==> config.mk <==
export PLATFORM = sky130hd
export DESIGN_NAME = mbx_doorbell_regs
export DESIGN_NICKNAME = d
export VERILOG_FILES = /design/src/rtl/mbx_pkg.sv /design/src/rtl/mbx_bank.sv /design/src/rtl/mbx_irq.sv /design/src/rtl/mbx_doorbell_regs.sv
export SDC_FILE = /design/constraint.sdc
export NUM_CORES = 2
export LEC_CHECK = 0
export BUFFER_PORTS_ARGS = -buffer_cell sky130_fd_sc_hd__clkbuf_2
export CAP_MARGIN = 20
export CORE_ASPECT_RATIO = 0.75
export CORE_MARGIN = 4
export CORE_UTILIZATION = 50
export CTS_CLUSTER_DIAMETER = 80
export CTS_CLUSTER_SIZE = 8
export DETAILED_ROUTE_END_ITERATION = 7
export PLACE_DENSITY = 0.74
export SLEW_MARGIN = 20
export SYNTH_ARGS = -nofsm -noshare
export SYNTH_HDL_FRONTEND = slang
export SYNTH_SLANG_ARGS = --single-unit
export TNS_END_PERCENT = 30
==> constraint.sdc <==
create_clock -name clk -period 2.4 [get_ports clk]
set_input_delay 0.24 -clock clk [delete_from_list [all_inputs] [get_ports clk]]
set_output_delay 0.24 -clock clk [all_outputs]
set_load 0.05 [all_outputs]
==> src/rtl/mbx_pkg.sv <==
package mbx_pkg;
    localparam int unsigned MBX_N  = 8;
    localparam int unsigned MBX_DW = 32;
    localparam int unsigned MBX_AW = 14;
    localparam logic [13:0] OFS_OUTB = 14'h3A00;
    localparam logic [13:0] OFS_INB  = 14'h3B00;
    localparam logic [13:0] OFS_STAT = 14'h3C00;
    localparam logic [13:0] OFS_EN   = 14'h3C04;
endpackage

==> src/rtl/mbx_bank.sv <==
module mbx_bank #(
    parameter int unsigned N  = 8,
    parameter int unsigned DW = 32,
    parameter int unsigned AW = 14,
    parameter logic [AW-1:0] BASE = '0
) (
    input  logic                 clk,
    input  logic                 rst_n,
    input  logic                 wr_en,
    input  logic [AW-1:0]        wr_addr,
    input  logic [DW-1:0]        wr_data,
    output logic [N*DW-1:0]      mbox_flat,
    output logic [N-1:0]         ring
);
    localparam int unsigned IW = $clog2(N);
    localparam int unsigned LO = IW + 2;

    typedef struct packed {
        logic [N-1:0][DW-1:0] mbox;
    } bank_s;

    bank_s st_d, st_q;
    logic  hit;

    assign hit = wr_en && (wr_addr[AW-1:LO] == BASE[AW-1:LO]) && (wr_addr[1:0] == 2'b00);

    for (genvar i = 0; i < N; i++) begin : g_ring
        assign ring[i] = hit && (wr_addr[LO-1:2] == IW'(i));
    end

    always_comb begin
        st_d = st_q;
        for (int i = 0; i < N; i++) begin
            if (ring[i]) st_d.mbox[i] = wr_data;
        end
    end

    always_ff @(posedge clk) begin
        if (!rst_n) st_q <= '0;
        else        st_q <= st_d;
    end

    assign mbox_flat = st_q.mbox;

    for (genvar i = 0; i < N; i++) begin : g_chk
        AST_MBOX_STORE: assert property (@(posedge clk) disable iff (!rst_n)
            ring[i] |=> (st_q.mbox[i] == $past(wr_data)));
    end
    AST_MBOX_HOLD: assert property (@(posedge clk) disable iff (!rst_n)
        !wr_en |=> $stable(st_q.mbox));
endmodule

==> src/rtl/mbx_irq.sv <==
module mbx_irq #(
    parameter int unsigned N  = 8,
    parameter int unsigned AW = 14,
    parameter logic [AW-1:0] STAT_OFS = '0,
    parameter logic [AW-1:0] EN_OFS   = '0
) (
    input  logic          clk,
    input  logic          rst_n,
    input  logic [N-1:0]  ring,
    input  logic          we,
    input  logic [AW-1:0] addr,
    input  logic [N-1:0]  wdata,
    output logic [N-1:0]  status,
    output logic [N-1:0]  enable,
    output logic          irq
);
    typedef struct packed {
        logic [N-1:0] status;
        logic [N-1:0] enable;
    } irq_s;

    irq_s         st_d, st_q;
    logic [N-1:0] clr;

    always_comb begin
        st_d = st_q;
        clr  = (we && addr == STAT_OFS) ? wdata : '0;
        st_d.status = (st_q.status & ~clr) | ring;
        if (we && addr == EN_OFS) st_d.enable = wdata;
    end

    always_ff @(posedge clk) begin
        if (!rst_n) st_q <= '0;
        else        st_q <= st_d;
    end

    assign status = st_q.status;
    assign enable = st_q.enable;
    assign irq    = |(st_q.status & st_q.enable);

    AST_SET_WINS: assert property (@(posedge clk) disable iff (!rst_n)
        (|ring) |=> ((st_q.status & $past(ring)) == $past(ring)));
    AST_CLEAR_W1C: assert property (@(posedge clk) disable iff (!rst_n)
        (we && addr == STAT_OFS && ring == '0) |=> ((st_q.status & $past(wdata)) == '0));
    AST_IRQ_MASKED: assert property (@(posedge clk) disable iff (!rst_n)
        (st_q.enable == '0) |-> !irq);
endmodule

==> src/rtl/mbx_doorbell_regs.sv <==
module mbx_doorbell_regs
    import mbx_pkg::*;
#(
    parameter int unsigned N  = MBX_N,
    parameter int unsigned DW = MBX_DW,
    parameter int unsigned AW = MBX_AW,
    parameter logic [AW-1:0] OUTB_BASE = OFS_OUTB,
    parameter logic [AW-1:0] INB_BASE  = OFS_INB,
    parameter logic [AW-1:0] STAT_ADR  = OFS_STAT,
    parameter logic [AW-1:0] EN_ADR    = OFS_EN
) (
    input  logic          clk,
    input  logic          rst_n,
    input  logic [AW-1:0] lcl_addr,
    input  logic          lcl_we,
    input  logic [DW-1:0] lcl_wdata,
    output logic [DW-1:0] lcl_rdata,
    output logic          lcl_irq,
    input  logic [AW-1:0] hst_addr,
    input  logic          hst_we,
    input  logic [DW-1:0] hst_wdata,
    output logic [DW-1:0] hst_rdata,
    output logic          hst_irq
);
    localparam int unsigned IW = $clog2(N);
    localparam int unsigned LO = IW + 2;

    typedef struct packed {
        logic [DW-1:0] lrd;
        logic [DW-1:0] hrd;
    } rd_s;

    rd_s                  rd_d, rd_q;
    logic [N-1:0][DW-1:0] outb_mb, inb_mb;
    logic [N-1:0]         outb_ring, inb_ring;
    logic [N-1:0]         lstat, len, hstat, hen;

    mbx_bank #(.N(N), .DW(DW), .AW(AW), .BASE(OUTB_BASE)) u_outb (
        .clk(clk), .rst_n(rst_n), .wr_en(lcl_we), .wr_addr(lcl_addr),
        .wr_data(lcl_wdata), .mbox_flat(outb_mb), .ring(outb_ring));

    mbx_bank #(.N(N), .DW(DW), .AW(AW), .BASE(INB_BASE)) u_inb (
        .clk(clk), .rst_n(rst_n), .wr_en(hst_we), .wr_addr(hst_addr),
        .wr_data(hst_wdata), .mbox_flat(inb_mb), .ring(inb_ring));

    mbx_irq #(.N(N), .AW(AW), .STAT_OFS(STAT_ADR), .EN_OFS(EN_ADR)) u_lirq (
        .clk(clk), .rst_n(rst_n), .ring(inb_ring), .we(lcl_we), .addr(lcl_addr),
        .wdata(lcl_wdata[N-1:0]), .status(lstat), .enable(len), .irq(lcl_irq));

    mbx_irq #(.N(N), .AW(AW), .STAT_OFS(STAT_ADR), .EN_OFS(EN_ADR)) u_hirq (
        .clk(clk), .rst_n(rst_n), .ring(outb_ring), .we(hst_we), .addr(hst_addr),
        .wdata(hst_wdata[N-1:0]), .status(hstat), .enable(hen), .irq(hst_irq));

    function automatic logic [DW-1:0] rd_sel(
        input logic [AW-1:0]        a,
        input logic [N-1:0][DW-1:0] ob,
        input logic [N-1:0][DW-1:0] ib,
        input logic [N-1:0]         st,
        input logic [N-1:0]         en
    );
        logic [DW-1:0] r;
        r = '0;
        if (a[1:0] == 2'b00) begin
            if      (a[AW-1:LO] == OUTB_BASE[AW-1:LO]) r = ob[a[LO-1:2]];
            else if (a[AW-1:LO] == INB_BASE[AW-1:LO])  r = ib[a[LO-1:2]];
            else if (a == STAT_ADR)                    r = DW'(st);
            else if (a == EN_ADR)                      r = DW'(en);
        end
        return r;
    endfunction

    always_comb begin
        rd_d     = rd_q;
        rd_d.lrd = rd_sel(lcl_addr, outb_mb, inb_mb, lstat, len);
        rd_d.hrd = rd_sel(hst_addr, outb_mb, inb_mb, hstat, hen);
    end

    always_ff @(posedge clk) begin
        if (!rst_n) rd_q <= '0;
        else        rd_q <= rd_d;
    end

    assign lcl_rdata = rd_q.lrd;
    assign hst_rdata = rd_q.hrd;

    AST_INB_RO_LOCAL: assert property (@(posedge clk) disable iff (!rst_n)
        (lcl_we && !hst_we) |=> $stable(inb_mb));
    AST_OUTB_RO_HOST: assert property (@(posedge clk) disable iff (!rst_n)
        (hst_we && !lcl_we) |=> $stable(outb_mb));
    AST_NO_INB_RING: assert property (@(posedge clk) disable iff (!rst_n)
        !hst_we |-> (inb_ring == '0));
endmodule

==> results.md <==
- Initial antenna violation count: 4
- Yosys warns: 0
- Total CTS buffers: 85
- Initial Util: 50.54%
- Comb power frac: 5.9%
- Core area: 0.05906 mm^2
- Type of origin of the critical path: flop
- Endpoints failing hold: 0
- Slew @ Worst Pin: 971.0 ps
- Setup CP Type: flop to primary output
- Commonest register cell after synthesis: dfxtp_1
- Fin crit share: 78.59%
- Total track usage: 28.93%
- Global-route wire length before repair: 146.4 mm
- Die height: 219.6 um
- Reg power frac: 45.9%
- Slew HR: 35.27%
- Drt first-iter violations: 3652
- CP max FO: 3
- Final nets: 3072
- Status: complete, no violations
- MaxCap Viol Count: 0
- WL final: 94.19 mm
- Share of cells above drive strength 1: 22.27%
- Post-synth ARST share: 0%
- Top cells by count, synth: 608 x dfxtp_1, 403 x mux2i_1, 292 x nand2_1, 279 x o21ai_0
- Final Max Tran Viols: 0
- CTS root buf: clkbuf_16
- ANT nets after route: 0
- RSZ-0062 raised after global routing: false
- Vias in the first global route: 25243
- Setup TNS: 0 ps
- Peak VDD IR: 0.0004957 V
- Setup Fix Bufs, Post-CTS: 0
- PostCTS Resize Cnt: 0
- Number of synthesized register bits: 608
- Clock Path Buffers: 3
- Num rows: 77
- Mapped cell area: 0.02985 mm^2
- EDFF count, synth: 0
- Mapped Cells: 2897
- Fmax: 0.5302 GHz
- IO Count: 162
- Crit path capture type: primary output
- Reg clk slew, reported paths: 50 ps
- Per-cell routed wire length: 24.94 um
- Largest net degree at the start of global routing: 195
- Sw power: 5.072 mW
- Hpwl dp: 58.55 mm
- Syn_nets: 2993
- P_int: 16.98 mW
- Port bufs: 161
- Count of cell types in the netlist: 47
- Critical path arrival: 1650 ps
- Area Overhead vs Synth: 15.53%
- Total Power: 22.05 mW
- Clock Power Share: 48.3%
- CTS Sinks: 608
- Worst Path Required: 2160 ps
- Dominant cell type by area after synthesis: dfxtp_1
- Die Wd: 290.1 um
- Count leader, synth: dfxtp_1
- DR vias: 25313
- Pwr per Cell Area: 639.4 mW/mm^2
- Leak: 12.96 nW
- DRC violations left: 0
- Top cells by area, synth: dfxtp_1 41%, mux4_2 19%, mux2i_1 14%
- Post-Route Skew: 16.71 ps
- Drt first pass iters: 6
- Worst skew pair latency: 620 ps
- Htree depth: 3
- Worst Hold Class: primary input to flop
- # setup viols final: 0
- Die area: 0.06371 mm^2
- Vias per inst: 6.704
- Final Wtd Congestion: 0.9054
- Avg Inst Size Synth: 10.30 um^2
- Tmin final: 1886 ps
- Seq/Total Area, Yosys: 40.78%
- CTS tree: done
- Share of Yosys cell area claimed by the top area cell type: 40.78%
- Sw frac: 23.00%
- Gr ovfl total: 0
-- layer usage --
| layer | share of wire (%) | vias up | global-route usage (%) |
|---|---|---|---|
| li1 | - | 10856 | - |
| met1 | 39 | 12575 | 38.48 |
| met2 | 46 | 1599 | 45.89 |
| met3 | 11 | 281 | 7.113 |
| met4 | 3.8 | 2 | 11.52 |
| met5 | 0.014 | - | 0 |
-- repair_timing --
item	in CTS	in global routing
endpoints found under the hold margin	224	0
hold buffers	37	0
setup endpoints to repair	0	0
-- critical path, cell delays in order, from the launching register on --
cell	delay, ps
dfxtp_1	330
a22oi_1	220
nand4_1	200
clkbuf_2	290
-- stage by stage --
stage          cells  setup slack, ps  util [%]  instance area [um^2]  hold slack (ps)
3_3_place_gp    3641            91.80     53.89                 31830            448.3
4_1_cts         3770            492.8     58.32                 34440            9.276
6_report        3776            513.9     58.39                 34480            29.73
3_5_place_dp    3641            72.60     53.89                 31830            458.8
5_1_grt         3771            401.4     58.37                 34470            29.72
2_1_floorplan   2897            348.0         -                 29850            387.7
-- state kept, by name, summed over array words and instances (netlist names) --
signal	count
u_hirq.status	8
hst_rdata	32
lcl_rdata	32
u_outb.mbox_flat	256
u_lirq.enable	8
u_lirq.status	8
u_inb.mbox_flat	256
u_hirq.enable	8
-- kinds of logic (layout without fill, tap and decap cells) --
kind of cell / Yosys count / after routing / share of synthesized area [%]
AOI/OAI and AO/OA: 642 / 642 / 11.40
buffers and inverters: 344 / 428 / 4.846
DFF: 608 / 608 / 40.78
muxes: 665 / 665 / 32.98
other: 0 / 5 / 0
and+or+nand+nor: 638 / 638 / 9.993
-- power groups by stage --
stage	Clock, mW	Sequential (mW)	Combinational [mW]
after global placement	0	10.3	1.19
after global routing	11.2	10.1	1.35
after detailed placement	0	10.3	1.20
after floorplan	0	10.3	0.765
final	10.6	10.1	1.29
after CTS	10.7	10.1	1.26
-- path summary, 6_finish.rpt --
kind / start / endpoint / slack, ps / depth (start not counted)
max reg2reg: u_inb.mbox_flat[215] / lcl_rdata[23] / 690 / 3
min: hst_wdata[2] / u_inb.mbox_flat[98] / 30 / 3
min reg2reg: u_outb.mbox_flat[205] / u_outb.mbox_flat[205] / 470 / 2
max: u_hirq.status[7] / hst_irq / 510 / 3
-- cells in the final DEF, fill, tap and decap left out, types with 10 or more instances in the layout --
cell type        n
nor2_1          17
clkbuf_16       88
nand3_1        275
o21ai_0        279
mux2i_1        403
buf_4           83
nand2_1        290
mux4_2         254
a22oi_1         10
inv_1           12
clkbuf_2       154
a21oi_1        275
buf_12          45
dfxtp_1        608
o22ai_1         48
dlygate4sd3_1   37
-- cell type report --
cell class                      instances  area [um^2]
Inverter                               13        56.30
Tap cell                              790        988.4
Clock buffer                           88         2202
Multi-Input combinational cell       1945        16270
Timing Repair Buffer                  323         2736
Sequential cell                       608        12170
Clock inverter                          4        42.54
Fill cell                            4717        24570
Antenna cell                            5        12.51
Note: power is estimated with default switching activity, not from simulation.
